[src/rtl/exc_frame_pkg.sv]
// Shared types and constants for the exception frame sequencer.
// Assumes a 32-bit core whose return codes are decoded on the low nibble.
package exc_frame_pkg;

    // Engine sequencing states
    typedef enum logic [1:0] {
        ST_IDLE = 2'd0,
        ST_PUSH = 2'd1,
        ST_POP  = 2'd2
    } eng_state_e;

    // Decoded target of a return code
    typedef struct packed {
        logic valid;
        logic to_handler;
        logic to_psp;
    } ret_target_t;

    // Low-nibble encodings of the three defined return codes
    localparam logic [3:0] RC_HANDLER_MAIN = 4'h1;
    localparam logic [3:0] RC_THREAD_MAIN  = 4'h9;
    localparam logic [3:0] RC_THREAD_PROC  = 4'hD;

endpackage

[src/rtl/exc_ret_decode.sv]
// Return-code decoder. Looks only at the low nibble of the code and
// yields the target mode, stack and a valid flag. Purely combinational.
module exc_ret_decode
    import exc_frame_pkg::*;
#(
    parameter int DATA_W = 32
) (
    input  logic [DATA_W-1:0] code,
    output ret_target_t       target
);

    // Map the three legal nibbles onto mode/stack; everything else is invalid
    always_comb begin
        target = '0;
        unique case (code[3:0])
            RC_HANDLER_MAIN: target = '{valid: 1'b1, to_handler: 1'b1, to_psp: 1'b0};
            RC_THREAD_MAIN:  target = '{valid: 1'b1, to_handler: 1'b0, to_psp: 1'b0};
            RC_THREAD_PROC:  target = '{valid: 1'b1, to_handler: 1'b0, to_psp: 1'b1};
            default:         target = '0;
        endcase
    end

endmodule

[src/rtl/exc_stack_pick.sv]
// Entry-side stack chooser. Chooses the pointer that was live before the
// exception and decides if one word of padding is needed for 8-byte
// alignment. Assumes pointers are always word aligned.
module exc_stack_pick #(
    parameter int DATA_W = 32
) (
    input  logic              in_handler,
    input  logic              spsel,
    input  logic              align_en,
    input  logic [DATA_W-1:0] msp,
    input  logic [DATA_W-1:0] psp,
    output logic              use_psp,
    output logic [DATA_W-1:0] sp_sel,
    output logic              pad_need
);

    localparam int BYTES     = DATA_W / 8;
    localparam int ALIGN_BIT = $clog2(BYTES);

    // Process stack only for thread mode with the select bit set
    always_comb begin
        use_psp  = !in_handler && spsel;
        sp_sel   = use_psp ? psp : msp;
        pad_need = align_en && sp_sel[ALIGN_BIT];
    end

endmodule

[src/rtl/exc_frame_engine.sv]
// Word-by-word frame mover. In push mode it writes FRAME_WORDS words from
// the highest index down at descending addresses; in pop mode it reads
// them back at ascending addresses. Every beat waits for mem_ready.
// fin marks the handshake of the last beat; fin_sp is the pointer value
// the caller should adopt at that edge.
module exc_frame_engine
    import exc_frame_pkg::*;
#(
    parameter int DATA_W      = 32,
    parameter int FRAME_WORDS = 8,
    parameter int PAD_BIT     = 9
) (
    input  logic                                clk,
    input  logic                                rst_n,
    input  logic                                start_push,
    input  logic                                start_pop,
    input  logic [DATA_W-1:0]                   push_sp,
    input  logic                                push_pad,
    input  logic [FRAME_WORDS-1:0][DATA_W-1:0]  push_regs,
    input  logic [DATA_W-1:0]                   pop_sp,
    input  logic                                mem_ready,
    input  logic [DATA_W-1:0]                   mem_rdata,
    output logic                                mem_req,
    output logic                                mem_we,
    output logic [DATA_W-1:0]                   mem_addr,
    output logic [DATA_W-1:0]                   mem_wdata,
    output logic                                busy,
    output logic                                fin,
    output logic [DATA_W-1:0]                   fin_sp,
    output logic [FRAME_WORDS-1:0][DATA_W-1:0]  pop_regs
);

    localparam int                CNT_W = $clog2(FRAME_WORDS);
    localparam logic [CNT_W-1:0]  LAST  = CNT_W'(FRAME_WORDS - 1);
    localparam logic [DATA_W-1:0] STEP  = DATA_W'(DATA_W / 8);

    eng_state_e                        state_q;
    logic [CNT_W-1:0]                  cnt_q;
    logic [DATA_W-1:0]                 addr_q;
    logic [FRAME_WORDS-1:0][DATA_W-1:0] wr_regs_q;
    logic [FRAME_WORDS-1:0][DATA_W-1:0] frame_in;
    logic                              beat;
    logic                              last;

    // Status word carries the padding flag in the frame
    always_comb begin
        frame_in = push_regs;
        frame_in[FRAME_WORDS-1][PAD_BIT] = push_pad;
    end

    // Bus outputs follow the state and registered address
    always_comb begin
        mem_req   = (state_q != ST_IDLE);
        mem_we    = (state_q == ST_PUSH);
        mem_addr  = addr_q;
        mem_wdata = wr_regs_q[LAST - cnt_q];
        busy      = mem_req;
        beat      = mem_req && mem_ready;
        last      = (cnt_q == LAST);
        fin       = beat && last;
    end

    // Pointer left behind by the finishing beat
    always_comb begin
        if (state_q == ST_PUSH) begin
            fin_sp = addr_q;
        end else begin
            fin_sp = addr_q + STEP + (mem_rdata[PAD_BIT] ? STEP : '0);
        end
    end

    // Sequencing: start, step per accepted beat, return to idle after last
    always_ff @(posedge clk) begin
        if (!rst_n) begin
            state_q   <= ST_IDLE;
            cnt_q     <= '0;
            addr_q    <= '0;
            wr_regs_q <= '0;
        end else begin
            unique case (state_q)
                ST_IDLE: begin
                    cnt_q <= '0;
                    if (start_push) begin
                        state_q   <= ST_PUSH;
                        addr_q    <= push_sp - STEP - (push_pad ? STEP : '0);
                        wr_regs_q <= frame_in;
                    end else if (start_pop) begin
                        state_q <= ST_POP;
                        addr_q  <= pop_sp;
                    end
                end
                ST_PUSH: begin
                    if (beat) begin
                        cnt_q  <= cnt_q + 1'b1;
                        addr_q <= addr_q - STEP;
                        if (last) state_q <= ST_IDLE;
                    end
                end
                ST_POP: begin
                    if (beat) begin
                        cnt_q  <= cnt_q + 1'b1;
                        addr_q <= addr_q + STEP;
                        if (last) state_q <= ST_IDLE;
                    end
                end
                default: state_q <= ST_IDLE;
            endcase
        end
    end

    // Capture read words into their frame slots
    always_ff @(posedge clk) begin
        if (!rst_n) begin
            pop_regs <= '0;
        end else if (state_q == ST_POP && beat) begin
            pop_regs[cnt_q] <= mem_rdata;
        end
    end

endmodule

[src/rtl/exc_frame_seq.sv]
// Exception frame sequencer top. Accepts entry and return requests while
// idle, drives the frame engine, and owns the resulting pointer and mode
// state. Assumes both input pointers are word aligned and the return code
// is presented with ret_req.
module exc_frame_seq
    import exc_frame_pkg::*;
#(
    parameter int DATA_W      = 32,
    parameter int FRAME_WORDS = 8,
    parameter int PAD_BIT     = 9
) (
    input  logic                               clk,
    input  logic                               rst_n,
    input  logic                               entry_req,
    input  logic                               in_handler,
    input  logic                               spsel_in,
    input  logic                               align_en,
    input  logic [DATA_W-1:0]                  msp_in,
    input  logic [DATA_W-1:0]                  psp_in,
    input  logic [FRAME_WORDS-1:0][DATA_W-1:0] save_regs,
    input  logic                               ret_req,
    input  logic [DATA_W-1:0]                  ret_code,
    output logic                               mem_req,
    output logic                               mem_we,
    output logic [DATA_W-1:0]                  mem_addr,
    output logic [DATA_W-1:0]                  mem_wdata,
    input  logic                               mem_ready,
    input  logic [DATA_W-1:0]                  mem_rdata,
    output logic                               busy,
    output logic                               done,
    output logic                               ret_err,
    output logic [DATA_W-1:0]                  msp_out,
    output logic [DATA_W-1:0]                  psp_out,
    output logic                               handler_mode,
    output logic                               spsel_out,
    output logic [FRAME_WORDS-1:0][DATA_W-1:0] restore_regs
);

    ret_target_t        tgt;
    logic               use_psp;
    logic [DATA_W-1:0]  sp_sel;
    logic               pad_need;
    logic               go_entry;
    logic               go_ret;
    logic               bad_ret;
    logic               fin;
    logic [DATA_W-1:0]  fin_sp;

    logic               tgt_psp_q;
    logic               tgt_handler_q;
    logic               tgt_spsel_q;
    logic [DATA_W-1:0]  msp_q;
    logic [DATA_W-1:0]  psp_q;
    logic               handler_q;
    logic               spsel_q;
    logic               done_q;
    logic               err_q;

    exc_ret_decode #(.DATA_W(DATA_W)) dec_i (
        .code   (ret_code),
        .target (tgt)
    );

    exc_stack_pick #(.DATA_W(DATA_W)) pick_i (
        .in_handler (in_handler),
        .spsel      (spsel_in),
        .align_en   (align_en),
        .msp        (msp_in),
        .psp        (psp_in),
        .use_psp    (use_psp),
        .sp_sel     (sp_sel),
        .pad_need   (pad_need)
    );

    // Request arbitration: only when idle, entry before return
    always_comb begin
        go_entry = !busy && entry_req;
        go_ret   = !busy && !entry_req && ret_req && tgt.valid;
        bad_ret  = !busy && !entry_req && ret_req && !tgt.valid;
    end

    exc_frame_engine #(
        .DATA_W      (DATA_W),
        .FRAME_WORDS (FRAME_WORDS),
        .PAD_BIT     (PAD_BIT)
    ) eng_i (
        .clk        (clk),
        .rst_n      (rst_n),
        .start_push (go_entry),
        .start_pop  (go_ret),
        .push_sp    (sp_sel),
        .push_pad   (pad_need),
        .push_regs  (save_regs),
        .pop_sp     (tgt.to_psp ? psp_in : msp_in),
        .mem_ready  (mem_ready),
        .mem_rdata  (mem_rdata),
        .mem_req    (mem_req),
        .mem_we     (mem_we),
        .mem_addr   (mem_addr),
        .mem_wdata  (mem_wdata),
        .busy       (busy),
        .fin        (fin),
        .fin_sp     (fin_sp),
        .pop_regs   (restore_regs)
    );

    // Latch the destination of a sequence and both starting pointers
    always_ff @(posedge clk) begin
        if (!rst_n) begin
            tgt_psp_q     <= 1'b0;
            tgt_handler_q <= 1'b0;
            tgt_spsel_q   <= 1'b0;
        end else if (go_entry) begin
            tgt_psp_q     <= use_psp;
            tgt_handler_q <= 1'b1;
            tgt_spsel_q   <= 1'b0;
        end else if (go_ret) begin
            tgt_psp_q     <= tgt.to_psp;
            tgt_handler_q <= tgt.to_handler;
            tgt_spsel_q   <= tgt.to_psp;
        end
    end

    // Pointer and mode state: load at start, commit on the final beat
    always_ff @(posedge clk) begin
        if (!rst_n) begin
            msp_q     <= '0;
            psp_q     <= '0;
            handler_q <= 1'b0;
            spsel_q   <= 1'b0;
        end else if (go_entry || go_ret) begin
            msp_q <= msp_in;
            psp_q <= psp_in;
        end else if (fin) begin
            if (tgt_psp_q) psp_q <= fin_sp;
            else           msp_q <= fin_sp;
            handler_q <= tgt_handler_q;
            spsel_q   <= tgt_spsel_q;
        end
    end

    // One-cycle completion and error pulses
    always_ff @(posedge clk) begin
        if (!rst_n) begin
            done_q <= 1'b0;
            err_q  <= 1'b0;
        end else begin
            done_q <= fin;
            err_q  <= bad_ret;
        end
    end

    assign done         = done_q;
    assign ret_err      = err_q;
    assign handler_mode = handler_q;
    assign spsel_out    = spsel_q;

    // Pointer outputs show the committed values once no sequence is pending
    logic [DATA_W-1:0] msp_shown_q;
    logic [DATA_W-1:0] psp_shown_q;

    // Expose pointers only at completion so they never show half-updated state
    always_ff @(posedge clk) begin
        if (!rst_n) begin
            msp_shown_q <= '0;
            psp_shown_q <= '0;
        end else if (fin) begin
            msp_shown_q <= tgt_psp_q ? msp_q : fin_sp;
            psp_shown_q <= tgt_psp_q ? fin_sp : psp_q;
        end
    end

    assign msp_out = msp_shown_q;
    assign psp_out = psp_shown_q;

endmodule

[config.mk]
export PLATFORM = sky130hd
export DESIGN_NAME = exc_frame_seq
export DESIGN_NICKNAME = d
export VERILOG_FILES = /design/src/rtl/exc_frame_pkg.sv /design/src/rtl/exc_ret_decode.sv /design/src/rtl/exc_stack_pick.sv /design/src/rtl/exc_frame_engine.sv /design/src/rtl/exc_frame_seq.sv
export SDC_FILE = /design/constraint.sdc
export NUM_CORES = 2
export LEC_CHECK = 0
export BUFFER_PORTS_ARGS = -buffer_cell sky130_fd_sc_hd__clkbuf_2
export CAP_MARGIN = 0
export CORE_AREA = 5 5 300 302
export CTS_CLUSTER_SIZE = 8
export DETAILED_ROUTE_END_ITERATION = 6
export DIE_AREA = 0 0 305 307
export PLACE_DENSITY = 0.61
export SETUP_SLACK_MARGIN = 0.2
export SLEW_MARGIN = 5
export SYNTH_ARGS = -nofsm -noshare
export SYNTH_HDL_FRONTEND = slang
export SYNTH_HIERARCHICAL = 1
export SYNTH_SLANG_ARGS = --single-unit
export TNS_END_PERCENT = 50
[constraint.sdc]
create_clock -name clk -period 12.53 [get_ports clk]
set_clock_uncertainty 0.1 [all_clocks]
set_input_delay 2.506 -clock clk [delete_from_list [all_inputs] [get_ports clk]]
set_output_delay 2.506 -clock clk [all_outputs]
set_load 0.02 [all_outputs]
==> reports/metrics.yaml <==
critical_path:
  cp_top_family: "simple AND/OR/NAND/NOR gates"
  cp_slowest_stage_delay_ns: 0.80
  cp_max_fo: 33
  r2r_cells: 12
  r2r_setup_slack_ns: 7.69
  rr_startpoint: "eng_i/mem_addr[3]$_SDFFE_PN0P_"
  critical_path_required_ns: 13.03
  crit_buf_inv: 1
  r2r-end: "psp_out[31]$_SDFFE_PN0P_"
  crit_chain: "clkbuf_2 > nand2b_4 > mux2_4 > or4_1 > nor4_1 > nand4_1 > nor3_1 > xor2_1 > nor2_1 > a2111oi_0 > a31o_2"
  cp-end-kind: "register"
  start_kind: "primary input"
  critPathKind: "primary input to register"
  arrival_ns: 6.40
  slowest_stage: "nor4_1"
yosys:
  synth_edf_count: 0
  synth.distinct_cells: 81
  ys.flop_type: "dfxtp_1"
  ys_async_sr_fraction_pct: 0
  ys_seq_area_share_pct: 43.73
  ys_top_cells_by_area: "dfxtp_1, nand2_1, a21oi_1"
  syn_avg_cell_area_um2: 7.929
  synth_area_leader_cell: "dfxtp_1"
  mappedNetlistNets: 4354
  synth_common_cells: "nand2_1, dfxtp_1, a21oi_1, clkbuf_1"
  ys_seq_elements: 684
  syn_inst: 3949
  yosysTopAreaCellShare_pct: 43.73
  synth_area_um2: 31310
  yosys_warnings: 6
  yosysMostFrequentCell: "nand2_1"
finish:
  nNetsFinal: 4863
  final_cells: 5650
  synthToLayoutAreaGrowth_pct: 21.20
  regArea_um2: 13700
  fillers: 8997
  drive_above_1_share_pct: 22.10
  multi_input_area_um2: 15950
  fin_area_um2: 37950
  utilization_pct: 43.41
clocking:
  cts_made_buffers: 96
  clock_latency_ns: 0.65
  postCtsSetupRepairBufs: 0
  cts_buffer_depth: 3
  h-tree-depth: 3
  root_buffer: "clkbuf_16"
  cts_tree: "built"
  ctsResizeCount: 0
  clock_sinks: 684
  hold_buffers: 0
  cts.clk_slew.worst_paths_ns: 0.05
route:
  via_per_inst: 5.369
  routed_wl_um: 120300
  drc_errors: 0
  drt-initial-drc-count: 2802
  dr.pass1.iters: 7
  postRouteAntennaNets: 0
  wl_per_cell_um: 21.30
  num_vias: 30340
sta:
  finalMaxSlewViolations: 0
  setup_tns_ns: 0
  final.period_utilization_pct: 47.12
  finalHoldViolations: 0
  period_minus_slack_ns: 5.904
  grt_setup_unrepaired: "no"
  max-slew-margin-rel_pct: 25.89
  setup_viol: 0
  tightest_slew_ns: 1.112
  setup_ws_ns: 6.626
  finalHoldWorstSlack_ns: 0.3498
  fmax_ghz: 0.1694
global_routing:
  grt_overflow_total: 0
  grt_max_degree: 203
  grtUsageTotal_pct: 24.03
  grt_pass1_wl_um: 177100
  grt_antenna_before_repair: 27
  grt_pass1_vias: 28400
floorplan:
  die_x_um: 305
  io_pins: 783
  die_area_um2: 93640
  rows: 109
  fp.dieH_um: 307
  initial_core_util_pct: 35.82
  core-area_um2: 87420
placed_design:
  place_ws_ns: 6.101
  placed_cells: 5525
  portBuffers: 753
  gp_congestion: 0.8895
  dpl-instance-area_um2: 35350
  hpwl_um: 82170
pwr:
  p_per_area_nw_per_um2: 151.4
  leakagePower_nw: 15.37
  total_power_mw: 5.745
  peakVddDrop_mv: 0.1094
worst_hold_path:
  min_to: "eng_i/pop_regs[232]$_SDFFE_PN0P_"
  hold_path.startpoint: "eng_i/pop_regs[232]$_SDFFE_PN0P_"
  hp-class: "register to register"
  min_path_cells: 2
job:
  cap_viol_max_count: 0
outcome:
  status: "complete, no violations"
cell families (layout without fill, tap and decap cells):
kind of cell,after synthesis,after routing,share of synthesized area [%]
AND/OR/NAND/NOR,1508,1508,20.15
AO/OA/AOI/OAI,1052,1052,20.67
flip-flops,684,684,43.73
buffers and inverters,412,933,5.670
multiplexers,204,204,7.137
XOR/XNOR,76,76,2.126
adder cells (fa/ha/maj),13,13,0.5195
other,0,15,0
worst register-to-register path: cells and delay by family (launching register included):
| kind | cells | cell delay (ns) |
|---|---|---|
| and+or+nand+nor | 6 | 2.34 |
| adders and majority gates | 1 | 0.71 |
| DFF | 1 | 0.64 |
| AOI/OAI and AO/OA | 2 | 0.58 |
| xor gates and xnor gates | 2 | 0.27 |
| muxes | 1 | 0.16 |
registers in the layout, summed over array words and instances (netlist names), 3 cells and up:
register / cells
psp_q: 32
eng_i/cnt_q: 3
eng_i/pop_regs: 256
eng_i/mem_addr: 32
msp_q: 32
eng_i/wr_regs_q: 256
psp_out: 32
msp_out: 32
worst max path at each step:
stage | cells past startpoint | slack, ns | startpoint | to
finish | 11 | 6.63 | in_handler | eng_i/mem_addr[29]$_SDFFE_PN0P_
global route | 13 | 6.47 | mem_rdata[9] | psp_out[30]$_SDFFE_PN0P_
CTS | 11 | 6.82 | in_handler | eng_i/mem_addr[29]$_SDFFE_PN0P_
detailed placement | 11 | 6.10 | in_handler | eng_i/mem_addr[29]$_SDFFE_PN0P_
global placement | 11 | 6.17 | in_handler | eng_i/mem_addr[29]$_SDFFE_PN0P_
floorplan | 16 | 6.80 | in_handler | eng_i/mem_addr[29]$_SDFFE_PN0P_
layout make-up:
type / count / area share [%]
antenna: 15 / 0.09891
clock buffer: 104 / 6.436
clock inverter: 6 / 0.3099
inverter: 25 / 0.2671
multi-input combinational: 2853 / 42.03
sequential: 684 / 36.09
tap: 1165 / 3.841
timing repair buffer: 798 / 10.93
layer usage:
layer | track usage, % | wire length [um] | vias up
li1 | - | - | 14550
met1 | 29.46 | 47720 | 14410
met2 | 40.39 | 58220 | 1135
met3 | 6.219 | 9723 | 228
met4 | 9.896 | 4570 | 18
met5 | 0 | 115 | -
power breakdown:
group / switching [mW] / internal [mW]
registers: 0.135 / 2.31
logic: 0.640 / 0.326
clock network: 0.949 / 1.38
total: 1.72 / 4.02
cells in the final DEF (no fill, tap or decap), types with 34 or more instances in the layout:
cell type | netlist | layout
a21oi_1 | 622 | 621
a22oi_1 | 137 | 137
buf_4 | 7 | 43
clkbuf_16 | 0 | 96
clkbuf_2 | 30 | 752
dfxtp_1 | 684 | 683
mux2i_1 | 137 | 137
nand2_1 | 1186 | 1183
nand3_1 | 34 | 34
nand4_1 | 45 | 45
nor2_1 | 91 | 89
nor3_1 | 37 | 36
o211a_1 | 67 | 67
o21ai_0 | 42 | 42
o31ai_1 | 67 | 66
xnor2_1 | 43 | 43
No activity file was read; power rests on OpenSTA's default activity.
